### src/rtl/osr_div_pkg.sv
package osr_div_pkg;

  // Width of the period counter and of period lengths.
  localparam int LEN_W = 4;

  typedef enum logic [2:0] {
    M_ONE,
    M_TWO,
    M_THREE,
    M_FOUR,
    M_FIVE_HALF,
    M_SIX
  } div_mode_e;

  typedef struct packed {
    div_mode_e mode;
    logic      reserved;
  } sel_t;

  // Maps a selector code onto a divide mode. Unassigned codes run at ratio 1
  // and are marked as reserved.
  function automatic sel_t decode_sel(input logic [2:0] code);
    sel_t s;
    s.reserved = 1'b0;
    case (code)
      3'b000:  s.mode = M_ONE;
      3'b010:  s.mode = M_TWO;
      3'b011:  s.mode = M_THREE;
      3'b100:  s.mode = M_FOUR;
      3'b101:  s.mode = M_FIVE_HALF;
      3'b110:  s.mode = M_SIX;
      default: begin
        s.mode     = M_ONE;
        s.reserved = 1'b1;
      end
    endcase
    return s;
  endfunction

  // Number of system cycles in the current period. The half-step mode uses
  // long_leg to choose between its short (5) and long (6) periods.
  function automatic logic [LEN_W-1:0] period_len(input div_mode_e m,
                                                  input logic long_leg);
    logic [LEN_W-1:0] n;
    case (m)
      M_ONE:       n = LEN_W'(1);
      M_TWO:       n = LEN_W'(2);
      M_THREE:     n = LEN_W'(3);
      M_FOUR:      n = LEN_W'(4);
      M_FIVE_HALF: n = long_leg ? LEN_W'(6) : LEN_W'(5);
      M_SIX:       n = LEN_W'(6);
      default:     n = LEN_W'(1);
    endcase
    return n;
  endfunction

endpackage

### src/rtl/osr_sel_decode.sv
module osr_sel_decode
  import osr_div_pkg::*;
(
  input  logic [2:0] code,
  output div_mode_e  mode,
  output logic       reserved
);

  sel_t dec;

  always_comb begin
    dec      = decode_sel(code);
    mode     = dec.mode;
    reserved = dec.reserved;
  end

  // a reserved code must decode to ratio 1
  always_comb begin
    if (reserved) begin
      rsv_as_one_chk: assert (mode == M_ONE);
    end
  end

endmodule

### src/rtl/osr_period_ctr.sv
module osr_period_ctr
  import osr_div_pkg::*;
(
  input  logic      clk,
  input  logic      rst_n,
  input  logic      live,
  input  div_mode_e mode_next,
  output logic      tick,
  output div_mode_e mode_act,
  output logic      long_leg
);

  localparam logic [LEN_W-1:0] ONE_L = LEN_W'(1);

  logic [LEN_W-1:0] cnt;
  logic [LEN_W-1:0] len;
  logic             stay_half;

  assign len       = period_len(mode_act, long_leg);
  assign tick      = live && (cnt == len - ONE_L);
  assign stay_half = (mode_act == M_FIVE_HALF) && (mode_next == M_FIVE_HALF);

  always_ff @(posedge clk or negedge rst_n) begin
    if (!rst_n) begin
      cnt      <= '0;
      mode_act <= M_ONE;
      long_leg <= 1'b0;
    end else if (live) begin
      if (tick) begin
        cnt      <= '0;
        mode_act <= mode_next;
        long_leg <= stay_half ? ~long_leg : 1'b0;
      end else begin
        cnt <= cnt + ONE_L;
      end
    end
  end


  cnt_range_chk: assert property (@(posedge clk) disable iff (!rst_n)
    cnt < len);


  one_every_cycle_chk: assert property (@(posedge clk) disable iff (!rst_n)
    (live && mode_act == M_ONE) |-> tick);


  half_alternate_chk: assert property (@(posedge clk) disable iff (!rst_n)
    (tick && stay_half) |=> (long_leg != $past(long_leg)));


  mode_hold_chk: assert property (@(posedge clk) disable iff (!rst_n)
    !tick |=> $stable(mode_act));

endmodule

### src/rtl/osr_half_stage.sv
module osr_half_stage (
  input  logic clk,
  input  logic rst_n,
  input  logic tick_in,
  output logic tick_out
);

  logic phase;

  assign tick_out = tick_in && phase;

  always_ff @(posedge clk or negedge rst_n) begin
    if (!rst_n)       phase <= 1'b0;
    else if (tick_in) phase <= ~phase;
  end


  half_inside_chk: assert property (@(posedge clk) disable iff (!rst_n)
    tick_out |-> tick_in);


  half_spacing_chk: assert property (@(posedge clk) disable iff (!rst_n)
    tick_out |=> !tick_out);

endmodule

### src/rtl/osr_clk_div.sv
module osr_clk_div
  import osr_div_pkg::*;
(
  input  logic       clk,
  input  logic       rst_n,
  input  logic [2:0] ratio_sel,
  output logic       tick_256,
  output logic       tick_128,
  output logic       ratio_err
);

  logic      live;
  div_mode_e mode_next;
  div_mode_e mode_act;
  logic      rsv_in;
  logic      long_leg;
  logic      bound;
  logic      rsv_taken;

  always_ff @(posedge clk or negedge rst_n) begin
    if (!rst_n) live <= 1'b0;
    else        live <= 1'b1;
  end

  osr_sel_decode u_dec (
    .code     (ratio_sel),
    .mode     (mode_next),
    .reserved (rsv_in)
  );

  osr_period_ctr u_ctr (
    .clk       (clk),
    .rst_n     (rst_n),
    .live      (live),
    .mode_next (mode_next),
    .tick      (bound),
    .mode_act  (mode_act),
    .long_leg  (long_leg)
  );

  osr_half_stage u_half (
    .clk      (clk),
    .rst_n    (rst_n),
    .tick_in  (bound),
    .tick_out (tick_128)
  );

  assign tick_256  = bound;
  assign rsv_taken = bound && rsv_in;

  always_ff @(posedge clk or negedge rst_n) begin
    if (!rst_n)         ratio_err <= 1'b0;
    else if (rsv_taken) ratio_err <= 1'b1;
  end


  err_sticky_chk: assert property (@(posedge clk) disable iff (!rst_n)
    ratio_err |=> ratio_err);


  err_cause_chk: assert property (@(posedge clk) disable iff (!rst_n)
    $rose(ratio_err) |-> $past(rsv_taken));


  first_cycle_chk: assert property (@(posedge clk) disable iff (!rst_n)
    $rose(live) |-> (mode_act == M_ONE && !long_leg));

endmodule

### config.mk
export PLATFORM = sky130hd
export DESIGN_NAME = osr_clk_div
export DESIGN_NICKNAME = d
export VERILOG_FILES = /design/src/rtl/osr_div_pkg.sv /design/src/rtl/osr_sel_decode.sv /design/src/rtl/osr_period_ctr.sv /design/src/rtl/osr_half_stage.sv /design/src/rtl/osr_clk_div.sv
export SDC_FILE = /design/constraint.sdc
export NUM_CORES = 1
export LEC_CHECK = 0
export CAP_MARGIN = 10
export CORE_UTILIZATION = 35
export DETAILED_ROUTE_END_ITERATION = 16
export PLACE_DENSITY = 0.58
export SYNTH_ARGS = -nofsm -noshare
export SYNTH_HDL_FRONTEND = slang
export SYNTH_HIERARCHICAL = 1
export SYNTH_SLANG_ARGS = --single-unit
### constraint.sdc
create_clock -name clk -period 3 [get_ports clk]
set_input_delay 0.45 -clock clk [delete_from_list [all_inputs] [get_ports clk]]
set_output_delay 0.45 -clock clk [all_outputs]
set_load 0.02 [all_outputs]
Yosys cells after proc, flatten, opt, wreduce, memory -nomap -nowiden
Index checks and enable logic that the tools add are counted.
{ "totals": {"romBits": 0, "register_bits": 11, "n_memories": 0, "ramBits": 0, "latchBits": 0} }
{ "classes": {"div_mod_pow": 0, "n_bitwise": 2, "shifts": 0, "order_cmp": 0, "n_addsub": 2, "muxes": 6, "n_eq_ne": 12, "mul": 0, "reduce_logical": 7} }
{ "ops": {"columns": ["cell", "count"], "rows": [
  ["$pmux W4 S5", 1],
  ["$eq A3 B3 Y1 const B", 6],
  ["$pmux W3 S5", 1],
  ["$eq A3 B2 Y1 const B", 4],
  ["$reduce_or A6 Y1", 1],
  ["$add A4 B1 Y4 const B", 1],
  ["$eq A4 B4 Y1", 1],
  ["$logic_and A1 B1 Y1", 4],
  ["$mux W4", 1],
  ["$sub A4 B1 Y4 const B", 1],
  ["$eq A3 B1 Y1 const B", 1],
  ["$logic_not A3 Y1", 1],
  ["$mux W1", 2],
  ["$mux W2", 1],
  ["$not A1 Y1", 2],
  ["$reduce_and A2 Y1", 1]
]} }

Logic depth before layout (Yosys ltp)
Gate-level depths: netlist of run 1.
{ "logic_depth": {"word_depth": 6, "ltp_mapped": 6, "ltp_nobuf": 6} }

Cells and area by module
Netlist of run 1, hierarchy kept.
{ "modules_own_cells": {"columns": ["module", "instances", "area_each_um2", "cells_per_inst", "seq_area_each_um2"], "rows": [
  ["osr_period_ctr", 1, 494.2, 48, 200.2],
  ["osr_clk_div", 1, 61.3, 4, 50.0],
  ["osr_sel_decode", 1, 53.8, 8, 0.0],
  ["osr_half_stage", 1, 41.3, 3, 25.0]
]} }

Worst setup path after synthesis of run 1
No wires, ideal clock.
{ "synth_path": {"kind": "flip-flop to output port", "from": "register u_ctr.mode_act[1]", "to": "output port tick_128", "slack_ps": 376, "arrival_time_ps": 2174, "stages_incl_launch_ff": 7, "t_required_ps": 2550, "path_cell_list": "dfrtp_1 inv_1 ha_1 o21ai_0 a31oi_1 nor4_4 and2_2"} }
{ "synth_between": {"elab_chain_cells": 6, "elab_cells_between_ends": 10} }
{ "synth_rtl": {"columns": ["element", "line", "text"], "rows": [
  ["start, declared", "osr_period_ctr.sv:9", "output div_mode_e mode_act,"],
  ["start signal, assigned", "osr_period_ctr.sv:31", "mode_act <= mode_next;"],
  ["$eq A3 B3 Y1, or another cell as far along", "osr_div_pkg.sv:45", "case (m)"],
  ["$pmux W4 S5 *", "osr_div_pkg.sv:45", null],
  ["$sub A4 B1 Y4 *", "osr_period_ctr.sv:20", "assign tick = live && (cnt == len - ONE_L);"],
  ["$eq A4 B4 Y1 *", "osr_period_ctr.sv:20", null],
  ["$logic_and A1 B1 Y1 *", "osr_period_ctr.sv:20", null],
  ["via tick_256", "osr_clk_div.sv:7", "output logic tick_256,"],
  ["$logic_and A1 B1 Y1 *", "osr_half_stage.sv:10", "assign tick_out = tick_in && phase;"],
  ["end, declared", "osr_clk_div.sv:8", "output logic tick_128,"]
]} }
Mark *: on every way through the listed nets, which the timed path passes. The rest lies on a longest branch.

Worst setup path after layout of run 1
{ "layout_path": {"from": "register u_ctr.mode_act[1]", "to": "output port tick_128"} }
{ "layout_between": {"elab_chain_cells": 6, "elab_cells_between_ends": 10} }
{ "layout_rtl": {"columns": ["element", "line"], "rows": [
  ["$eq A3 B3 Y1, or another cell as far along", "osr_div_pkg.sv:45"],
  ["$pmux W4 S5 *", "osr_div_pkg.sv:45"],
  ["$sub A4 B1 Y4 *", "osr_period_ctr.sv:20"],
  ["$eq A4 B4 Y1 *", "osr_period_ctr.sv:20"],
  ["$logic_and A1 B1 Y1 *", "osr_period_ctr.sv:20"],
  ["$logic_and A1 B1 Y1 *", "osr_half_stage.sv:10"]
]} }
Every way passes the cells marked *; elsewhere a longest branch is shown, timed or not.

==> impl.org, run 1 <==
** STA
- Clock skew on the completed layout was measured at 0.00339 ns.
- Summed over all failing endpoints, the final setup total negative slack is 0 ns.
- Clock period minus worst slack :: 2.73 ns
- Max-slew violation count :: 0
- Setup violations remaining at the end of the flow were counted as 0.
- Period utilization :: 90.9%
- Final hold violation count :: 0
- Setup repair after global routing left no endpoint under its margin.
- Static timing analysis puts the maximum clock frequency at 367 MHz.

** Worst setup path
- The number of cells on the worst reg-to-reg path is 7.
- Setup crit end :: tick_128
- Worst flop-to-flop path endpoint :: u_ctr/mode_act[1]
- Data on the critical path is required at its endpoint by 2.55 ns.
- Reg-to-reg startpoint :: u_ctr/mode_act[1]
- Internal reg-to-reg setup slack :: 0.80 ns
- Worst setup path startpoint :: u_ctr/mode_act[1]
- The worst setup path is launched from a register.
- The critical path is of the register to output pin type.
- Data on the critical path arrives at its endpoint at 2.28 ns.
- The worst setup path is captured at an output pin.
- Peak fanout along the critical path :: 7

** Place
- Count of port buffers added during placement :: 7
- HPWL after detailed placement :: 809 µm
- At the end of routability-driven placement, the weighted congestion stood at 0.708.

** Clock tree
- Clock input transition at the sequential cells of the worst setup and hold paths :: 0.07 ns
- Buffers inserted during clock tree synthesis total 3.
- Longest Clk Path Bufs :: 2
- Clk root buf :: clkbuf_4
- After clock tree synthesis, the flow added hold-fix buffers numbering 0.
- CTS tree :: built
- # H-tree levels :: 1
- Clock latency on the worst-skew pair, taken at its later pin, is 0.26 ns.
- Sinks on Clock Net :: 11

** Yosys
- In this run, synthesis produced a sequential element count of 11.
- In this run, synthesis inferred 0 flip-flops with an integrated enable.
- Yosys printed 6 warnings.
- Synth cell types :: 28
- For this run, the leading register cell type out of synthesis is dfrtp_1.
- Of the post-synthesis cell area, the dominant cell type holds 42.3%.
- After synthesis, the cell types taking the most area are dfrtp_1 (42%), ha_1 (5.8%), xor2_1 (5.4%), mux2_2 (5.2%), xnor2_1 (4.0%).
- Fraction of the yosys area taken by sequential cells :: 42.3%
- After synthesis, the share of flip-flops with an asynchronous set or reset is 100%.
- Area of the mapped netlist :: 651 µm²
- In this run the mean area of a mapped cell was 10.3 µm².
- The number of nets in the synthesized netlist is 71.
- Count of mapped cells out of synthesis :: 63
- Largest area contributor in the synthesized netlist :: dfrtp_1

** Power
- For this design the ratio of total power to cell area is 946 nW/µm².
- P_sw :: 294 µW
- Highest ir drop seen on vdd :: 0.512 mV
- Cell leakage power :: 0.359 nW
- Share of power burned in combinational logic :: 50.5%
- After layout, the design draws a total of 756 µW.
- Net Sw Frac :: 38.9%
- Internal portion of total power :: 462 µW
- Per report_power, the clock group accounts for 13.1% of the total.
- Sequential cells burn 36.4% of the power.

** Global route
- Entering global routing, the biggest net connects 12 pins.
- Antenna violations before repair :: 0
- GRT Total Usage :: 13.3%
- Wire length of the first global-routing pass :: 1840 µm
- Total congestion overflow :: 0
- The via count of the first global-routing pass is 431.

** Layout
- Compared with the post-synthesis result, the final layout area differs by 22.9%.
- Leaving out fill and tap cells, the most frequent cells in the layout are dfrtp_1 (10), nand2_1 (6), clkdlybuf4s50_1 (5), inv_1 (5), nor2_1 (5).
- The post-route netlist has 18.2% of its cells at a drive strength greater than 1.
- Leaving out fill and tap cells, the most frequent cell in the layout is dfrtp_1.
- Layout filler cell count :: 184
- Final-stage net count :: 86
- Antenna diodes :: 0

** Floorplan
- Die width :: 45.1 µm
- The floorplan step defined a die boundary enclosing 2040 µm².
- Core outline area :: 1730 µm²
- The initial utilization of the core area, before any placement, comes to 37.7%.
- In this run the count of I/O pins placed on the die edge is 8.
- Measured along the y axis, the die boundary spans 45.1 µm.
- Number of rows created at floorplan :: 15

** Detailed routing
- Detailed router's first-iteration violation count :: 6
- After detailed routing, the average wire length per cell comes to 10.7 µm.
- Via density per instance :: 4.49
- ANT nets after route :: 0
- The final layout contains routed wiring with a total length of 1090 µm.
- Count of TritonRoute iterations in the first routing pass :: 4
- Total number of vias :: 458
- In the routed design, unresolved DRC markers number 0.

** Job
- The tool flagged a number of max-cap violations equal to 0.

** Hold path
- In this run the most critical hold path is launched from ratio_err.
- Kind of path behind the tightest hold check :: register to register

** Status
- The run finished with clean final reports.
==> layout make-up <==
type                            instances  area (µm²)  share of cell area (%)
Clock buffer                            4        26.3                    3.29
Inverter                                5        18.8                    2.35
Multi-Input combinational cell         47         357                    44.6
Sequential cell                        11         277                    34.6
Tap cell                               25        31.3                    3.91
Timing Repair Buffer                   10        90.1                    11.3
==> power groups by stage <==
stage	Sequential, mW	Clock [mW]	Combinational (mW)
global route	0.288	0.110	0.416
floorplan	0.267	0	0.279
detailed placement	0.277	0	0.373
finish	0.275	0.0988	0.382
CTS	0.275	0.104	0.388
global placement	0.276	0	0.369
==> flip-flops by register name, indices dropped and copies added (netlist names) <==
register,flops
u_ctr/cnt,4
u_ctr/mode_act,3
live,1
ratio_err,1
u_ctr/long_leg,1
u_half/phase,1
==> Yosys cell counts (all sizes together) (2+ instances only) <==
cell type and count:
dfrtp 11, nand2 6, inv 5, nor2 5, xor2 4, ha 3, mux2 3, xnor2 3
and2 2, mux2i 2, o21ai 2, or2b 2
==> cell families after synthesis <==
| logic type | count (synthesis) | share of synthesized area (%) |
|---|---|---|
| mux | 5 | 8.27 |
| simple gates | 24 | 23.7 |
| compound gates | 7 | 7.12 |
| xor+xnor | 7 | 9.42 |
| flops | 11 | 42.3 |
| buf+inv | 5 | 2.88 |
| fa+ha+maj | 3 | 5.77 |
| other cells | 1 | 0.576 |
==> repair_timing <==
item                                    CTS  global route
setup buffers                             2             0
gates resized for setup                   4             0
endpoints found under the setup margin    2             0
endpoints found under the hold margin     0             0
==> metal layers <==
metal	global-route usage [%]	vias to the layer above	share of wire, %
met3	2.40	2	2.5
li1	-	242	-
met1	18.2	210	53
met5	0	-	0
met4	10.9	0	1.6
met2	18.3	4	43
==> how the worst min path moves through the flow <==
stage / end / slack [ns] / cells past startpoint
2_1_floorplan: live / 0.15 / 0
6_report: ratio_err / 0.46 / 1
3_3_place_gp: u_half/phase / 0.45 / 1
5_1_grt: u_half/phase / 0.48 / 1
3_5_place_dp: ratio_err / 0.45 / 1
4_1_cts: u_half/phase / 0.47 / 1
==> worst max-delay path, cell delays in order (launching register included) <==
cell,delay [ns]
dfrtp_2,0.45
or3_1,0.38
a211o_1,0.32
xnor2_1,0.16
nor4_4,0.20
and2_2,0.18
dlygate4sd2_1,0.32
==> per-stage QoR <==
step | instance area (µm²) | util [%] | setup WS [ns] | hold slack (ns) | std cells
floorplan | 651 | - | 0.376 | 0.154 | 63
global placement | 759 | 44.0 | 0.107 | 0.447 | 96
detailed placement | 759 | 44.0 | 0.0969 | 0.450 | 96
CTS | 800 | 46.3 | 0.236 | 0.467 | 102
global route | 800 | 46.3 | 0.157 | 0.481 | 102
finish | 800 | 46.3 | 0.274 | 0.461 | 102
(Power assumes the default switching activity.)
==> run 2, diff against run 1 <==
CORE_AREA = 2 2 39 41   (was not set)
CORE_UTILIZATION = not set   (was 35)
DIE_AREA = 0 0 41 43   (was not set)
GPL_TIMING_DRIVEN = 0   (was not set)
PLACE_DENSITY = 0.75   (was 0.58)
==> run 2 against run 1 <==
  * Routed wire length down 7.0%
  * Via count up 3.7%
  * Fmax barely moved
  * Combinational power up 4%
  * Sequential share of layout area is the same
  * Cell count is 7.8% lower
  * Critical path depth up 1
  * Utilization rose by 11 points
  * Highest routed layer is now met3
==> impl.org, run 2 (synthesis gave the netlist of run 1 again) <==
** Layout
- Biggest registers after layout: u_ctr/cnt x4, u_ctr/mode_act x3 (unchanged).
- The flip-flop count of the largest register after layout came to 4 (unchanged).
- The most frequent standard cell in the layout excluding fill and tap cells is dfrtp_1 (unchanged).
- Most frequent cells in the layout :: dfrtp_1 (10), nand2_1 (6), clkdlybuf4s50_1 (5), inv_1 (5), nor2_1 (5) (unchanged)
- Layout filler cell count :: 122 (was 184)
- Layout-stage area growth over the synthesis result :: 22.9% (unchanged)
- The fraction of final layout cells sized beyond drive strength 1 came to 19.2% (was 18.2%).
- Non-Filler Cell Area, Final :: 800 µm² (unchanged)
- The final-stage net count is 87 (was 86).
- Count of non-filler cells in the finished layout :: 94 (was 102)
- The final core utilization is 57.8% (was 46.3%).
- The antenna diode count was 0 (unchanged).
- The register with the highest flop count was u_ctr/cnt (unchanged).

** Clock tree
- The buffer type at the clock tree root was clkbuf_4 (unchanged).
- Longest Clk Path Bufs :: 2 (unchanged)
- The clock sink count is 11 (unchanged).
- Clock input transition at the sequential cells of the worst setup and hold paths :: 0.07 ns (about the same)
- Clock insertion delay at the later pin of the skew report :: 0.26 ns (about the same)
- Hold-fix buffer count after cts :: 0 (unchanged)
- CTS tree :: built (unchanged)
- # H-tree levels :: 1 (unchanged)
- Number of CTS-inserted buffers :: 3 (unchanged)

** STA
- Max-slew violation count :: 0 (unchanged)
- Clock period minus worst slack :: 2.72 ns (was 2.73 ns)
- Period utilization :: 90.8% (was 90.9%)
- Max Clock Skew :: 0.00372 ns (was 0.00339 ns)
- Final hold violation count :: 0 (unchanged)
- Setup violators final :: 0 (unchanged)
- RSZ-0062 raised after global routing :: false (unchanged)
- The upper clock frequency limit was 367 MHz (about the same).

** Detailed routing
- The per-cell via count in the routed design is 5.05 (was 4.49).
- The total routed wirelength came to 1020 µm (was 1090 µm).
- The length of the first detailed-routing pass in iterations was 2 (was 4).
- Total number of vias :: 475 (was 458)
- Drt wl/cell :: 10.8 µm (was 10.7 µm)
- The number of nets with antenna violations after detailed routing was 0 (unchanged).
- The DRC violation total after the first TritonRoute iteration is 3 (was 6).
- Residual DRC :: 0 (unchanged)

** Power
- The relative contribution of combinational cells to total power was 51.9% (was 50.5%).
- P_sw :: 294 µW (about the same)
- Power Dens Cells :: 961 nW/µm² (was 946 nW/µm²)
- Cell leakage power :: 0.377 nW (was 0.359 nW)
- The share of power burned in the clock network came to 12.5% (was 13.1%).
- The switching fraction of total power came to 38.3% (was 38.9%).
- Sequential cell fraction of total power :: 35.6% (was 36.4%)
- Highest ir drop seen on vdd :: 0.518 mV (was 0.512 mV)
- Internal portion of total power :: 474 µW (was 462 µW)

** Job
- Max-Cap Viols :: 0 (unchanged)

** Floorplan
- The area inside the core boundary is 1380 µm² (was 1730 µm²).
- Height of the die :: 43 µm (was 45.1 µm)
- The total number of placement rows was 14 (was 15).
- Die width :: 41 µm (was 45.1 µm)
- The floorplan die area came to 1760 µm² (was 2040 µm²).
- The top-level I/O count came to 8 (unchanged).
- The initial core utilization came to 47.0% (was 37.7%).

** Place
- The instance count after placement with tap cells included was 86 (was 96).
- The number of input and output port buffers inserted came to 7 (unchanged).
- Cell area after placement :: 741 µm² (was 759 µm²)
- HPWL after detailed placement :: 754 µm (was 809 µm)
- The final RePlAce weighted congestion came to 0.741 (was 0.708).

** Worst setup path
- Peak fanout along the critical path :: 7 (unchanged)
- Reg-to-reg startpoint :: u_ctr/mode_act[1] (unchanged)
- Type of destination of the critical path :: output pin (unchanged)
- Worst setup path startpoint :: u_ctr/mode_act[1] (unchanged)
- The required time at the worst-slack endpoint was 2.55 ns (about the same).
- The sort of element at the start of the critical path was a register (unchanged).
- CP Data Arrival Time :: 2.27 ns (was 2.28 ns)
- Worst Path Class, Setup :: register to output pin (unchanged)

** Global route
- The number of antenna violations at the first check in global routing is 0 (unchanged).
- The total routing resource utilization after global routing was 15.3% (was 13.3%).
- The maximum number of pins on one net before global-route repair is 12 (unchanged).
- Via count of the first global-routing pass :: 459 (was 431)
- The residual overflow from global routing came to 0 (unchanged).
- The wire length of the first global-routing pass is 1880 µm (was 1840 µm).

** Hold path
- Launch point of the worst hold path :: ratio_err (unchanged)
- Kind of path behind the tightest hold check :: register to register (unchanged)

** Status
- Result of the run: complete, no violations (unchanged).
run 2: cell types whose count changed in the layout (fill, tap and decap cells not counted):
cell | previous run | this run
buf_4 | 3 | 4
dlygate4sd2_1 | 2 | 1
dlymetal6s2s_1 | 0 | 1
run 2: power by group through the flow:
stage / logic, mW / clock network [mW] / registers [mW]
after floorplan: 0.279 / 0 / 0.267
after global placement: 0.353 / 0 / 0.273
after detailed placement: 0.360 / 0 / 0.276
after CTS: 0.403 / 0.100 / 0.274
after global routing: 0.444 / 0.105 / 0.283
final: 0.399 / 0.0959 / 0.273
run 2: final cells by class:
type | instances | area [µm²] | share of cell area, %
Multi-Input combinational cell | 47 | 357 | 44.6
Inverter | 5 | 18.8 | 2.35
Timing Repair Buffer | 11 | 101 | 12.7
Tap cell | 16 | 20.0 | 2.50
Clock buffer | 4 | 26.3 | 3.29
Sequential cell | 11 | 277 | 34.6
run 2: worst paths after layout:
kind / end / slack (ns) / cells after the start
worst max-delay path: tick_128 / 0.28 / 7
worst min-delay path: ratio_err / 0.46 / 1
worst max register to register: u_ctr/mode_act[1] / 0.63 / 9
worst min register to register: ratio_err / 0.46 / 1
max in group asynchronous: u_ctr/mode_act[1] / 2.13 / 1
min in group asynchronous: u_ctr/mode_act[2] / 0.52 / 1
run 2: layer usage:
metal | vias to the layer above | GRT usage [%] | routed length [µm]
li1 | 244 | - | -
met1 | 229 | 21.1 | 488
met2 | 2 | 24.7 | 508
met3 | 0 | 1.57 | 18
met4 | 0 | 4.00 | 0
met5 | - | 0 | 0
run 2: timing repair:
action	in CTS	in global routing
setup endpoints to repair	2	1
resized for setup	3	1
pin swaps	1	0
cloned	0	0
setup buffers	4	0
run 2: critical path: stages, from the launching register on:
cell	delay, ns
dfrtp_2	0.42
inv_1	0.06
ha_1	0.33
o21bai_1	0.22
a31oi_1	0.16
nor4_4	0.32
and2_2	0.18
dlygate4sd2_1	0.32
run 2: metrics by stage:
| step | TNS (ns) | worst slack (ns) | total power [mW] | hold slack, ns |
|---|---|---|---|---|
| 2_1_floorplan | 0 | 0.376 | 0.547 | 0.154 |
| 3_3_place_gp | -0.326 | -0.218 | 0.626 | 0.440 |
| 3_5_place_dp | -0.455 | -0.286 | 0.636 | 0.448 |
| 4_1_cts | 0 | 0.0310 | 0.777 | 0.465 |
| 5_1_grt | 0 | 0.161 | 0.832 | 0.492 |
| 6_report | 0 | 0.276 | 0.768 | 0.456 |
==> run 3, diff against run 2 <==
CAP_MARGIN = 40   (was 10)
CORE_AREA = not set   (was 2 2 39 41)
CORE_ASPECT_RATIO = 1.25   (was not set)
CORE_UTILIZATION = 30   (was not set)
DIE_AREA = not set   (was 0 0 41 43)
PLACE_DENSITY = 0.52   (was 0.75)
==> run 3 against run 2 <==
  * Fmax decreased by 2.5%
  * Routed wire length increased by 9.1%
  * Combinational power increased by 1%
  * Clock power increased by 3.6%
  * Design area increased by 0.63%
  * Total power increased by 0.96%
  * Hold slack improved by 0.0046 ns
  * Sequential share of layout area decreased by 0.22 points
  * Count of clock-buffer cells in the layout unchanged
  * Cell count increased by 4.3%
  * Critical path type unchanged
==> impl.org, run 3 (synthesis gave the netlist of run 1 again) <==
** Worst setup path
- The worst endpoint data arrival time came to 2.34 ns (was 2.27 ns).
- The peak fanout along the critical path came to 7 (unchanged).
- Type of destination of the critical path :: output pin (unchanged)
- Reg-to-reg startpoint :: u_ctr/mode_act[1] (unchanged)
- Worst Path Class, Setup :: register to output pin (unchanged)
- The setup slack of the most critical reg-to-reg path is 0.77 ns (was 0.63 ns).
- The capturing point of the worst reg2reg path is u_ctr/mode_act[2] (was u_ctr/mode_act[1]).
- The timing startpoint of the critical path was u_ctr/mode_act[1] (unchanged).
- Worst-case reg-to-reg path depth :: 8 (was 9)
- The endpoint of the worst setup timing path is tick_128 (unchanged).
- The required time at the worst-slack endpoint was 2.55 ns (about the same).
- The sort of element at the start of the critical path is a register (unchanged).

** Power
- Cell leakage power :: 0.377 nW (unchanged)
- The post-route total power was 775 µW (was 768 µW).
- The power per cell area was 964 nW/µm² (was 961 nW/µm²).
- The worst IR drop on VDD was 0.348 mV (was 0.518 mV).

** Job
- Max-Cap Viols :: 0 (unchanged)

** STA
- The upper clock frequency limit was 358 MHz (was 367 MHz).
- Max-slew violation count :: 0 (unchanged)
- The final worst-path cycle share was 93.1% (was 90.8%).
- The final setup violation count is 0 (unchanged).
- The minimum period implied by the final worst setup slack was 2.79 ns (was 2.72 ns).
- For the pin with the worst max-slew slack, the measured transition is 0.500 ns.
- The clock skew was 0.00162 ns (was 0.00372 ns).
- Final hold violation count :: 0 (unchanged)
- RSZ-0062 raised after global routing: false (unchanged).
- Max transition margin :: 66.6%

** Global route
- Maximum number of pins on one net before global-route repair :: 12 (unchanged)
- Grt met3 use :: 2.01% (was 1.57%)
- The number of antenna violations at the first check in global routing is 0 (unchanged).
- Most used routing layer in global routing :: met2 (unchanged)
- The residual overflow from global routing came to 0 (unchanged).
- The wire length of the first global-routing pass is 1770 µm (was 1880 µm).
- The met1 global-route usage came to 13.1% (was 21.1%).
- GRT Total Usage :: 10.5% (was 15.3%)
- The met2 usage in global routing came to 16.7% (was 24.7%).
- The via count of the first global-routing pass was 396 (was 459).

** Detailed routing
- Routed Wire Length :: 1110 µm (was 1020 µm)
- The average detailed-routed wire length per instance is 11.3 µm (was 10.8 µm).
- Count of TritonRoute iterations in the first routing pass :: 4 (was 2)
- Residual DRC :: 0 (unchanged)
- The count of vias placed by the detailed router came to 460 (was 475).
- The number of nets with antenna violations after detailed routing came to 0 (unchanged).
- Detailed router's first-iteration violation count :: 3 (unchanged)
- Via density per instance :: 4.69 (was 5.05)

** Layout
- Largest register by flop count :: u_ctr/cnt (unchanged)
- Layout-stage area growth over the synthesis result :: 23.7% (was 22.9%)
- The flip-flop count of the largest register after layout is 4 (unchanged).
- Most frequent cells in the layout :: dfrtp_1 (10), nand2_1 (6), clkdlybuf4s50_1 (5), inv_1 (5), nor2_1 (5) (unchanged)
- The count of non-filler cells in the finished layout is 98 (was 94).
- The fraction of final layout cells sized beyond drive strength 1 was 19.2% (unchanged).
- The antenna diode count came to 0 (unchanged).
- The final-stage net count came to 87 (unchanged).
- Biggest registers after layout :: u_ctr/cnt x4, u_ctr/mode_act x3 (unchanged)
- Layout filler cell count :: 200 (was 122)
- Most common cell after layout, fill and taps aside :: dfrtp_1 (unchanged)

** Floorplan
- The initial core utilization was 32.5% (was 47.0%).
- The top-level I/O count came to 8 (unchanged).
- The height of the die is 54.1 µm (was 43 µm).
- The area inside the core boundary was 2000 µm² (was 1380 µm²).
- The floorplan die area came to 2360 µm² (was 1760 µm²).
- Number of rows created at floorplan :: 18 (was 14)
- Die width :: 43.7 µm (was 41 µm)

** Clock tree
- Sinks on Clock Net :: 11 (unchanged)
- Longest Clk Path Bufs :: 2 (unchanged)
- CTS tree :: built (unchanged)
- The buffer type at the clock tree root is clkbuf_4 (unchanged).
- The clock-pin transition on the worst setup and hold timing paths was 0.07 ns (about the same).
- The number of buffers created by CTS was 3 (unchanged).
- Hold-fix buffer count after cts :: 0 (unchanged)
- # H-tree levels :: 1 (unchanged)
- The clock latency on the worst-skew pair is 0.26 ns (about the same).

** Hold path
- Kind of path behind the tightest hold check :: register to register (unchanged)

** Place
- The number of input and output port buffers inserted was 7 (unchanged).
- The final RePlAce weighted congestion came to 0.719 (was 0.741).
- The instance count after placement with tap cells included was 90 (was 86).

** Status
- Result of the run: complete, no violations (unchanged).
==> run 3: cell counts in the layout (fill, tap and decap cells not counted) <==
No cell type changed its count.
==> run 3: timing repair <==
item                       CTS  global route
resized for setup            2             2
buffers inserted             4             0
cloned                       0             0
pin swaps                    1             0
setup endpoints to repair    2             2
==> run 3: power by group <==
part	switching [mW]	leakage, nW	internal (mW)
registers	0.0627	0.135	0.210
clock network	0.0481	0.0150	0.0514
logic	0.190	0.227	0.213
total	0.301	0.377	0.475
==> run 3: worst min-delay path by stage <==
stage                       startpoint            to  slack (ns)  cells after the start
after floorplan                  rst_n          live        0.15                      0
after global placement    u_half/phase  u_half/phase        0.45                      1
after detailed placement  u_half/phase  u_half/phase        0.45                      1
after CTS                 u_half/phase  u_half/phase        0.46                      1
after global routing      u_half/phase  u_half/phase        0.49                      1
final                     u_half/phase  u_half/phase        0.46                      1
==> run 3: routing by layer <==
metal | wire length (µm) | share of wire, %
met5 | 0 | 0
met4 | 12 | 1.1
met3 | 21 | 1.9
met2 | 543 | 49
met1 | 530 | 48
==> run 3: critical path: stages, from the launching register on <==
cell and delay, ns:
dfrtp_2 0.45, or3_1 0.38, a211o_1 0.31, xnor2_1 0.24
nor4_4 0.06, buf_4 0.15, and2_2 0.17, dlygate4sd2_1 0.31
==> run 3: layout make-up <==
class / count / area [µm²] / area share, %
Inverter: 5 / 18.8 / 2.33
Multi-Input combinational cell: 47 / 357 / 44.3
Sequential cell: 11 / 277 / 34.4
Timing Repair Buffer: 11 / 101 / 12.6
Tap cell: 20 / 25.0 / 3.11
Clock buffer: 4 / 26.3 / 3.27
==> run 3: per-stage QoR <==
| stage | setup TNS (ns) | area (µm²) | hold slack [ns] | setup slack (ns) | util (%) |
|---|---|---|---|---|---|
| after floorplan | 0 | 651 | 0.154 | 0.376 | - |
| after global placement | -0.361 | 746 | 0.446 | -0.236 | 37.2 |
| after detailed placement | -0.436 | 746 | 0.449 | -0.277 | 37.2 |
| after CTS | 0 | 802 | 0.463 | 0.0374 | 40.0 |
| after global routing | 0 | 805 | 0.489 | 0.0539 | 40.1 |
| final | 0 | 805 | 0.461 | 0.208 | 40.1 |
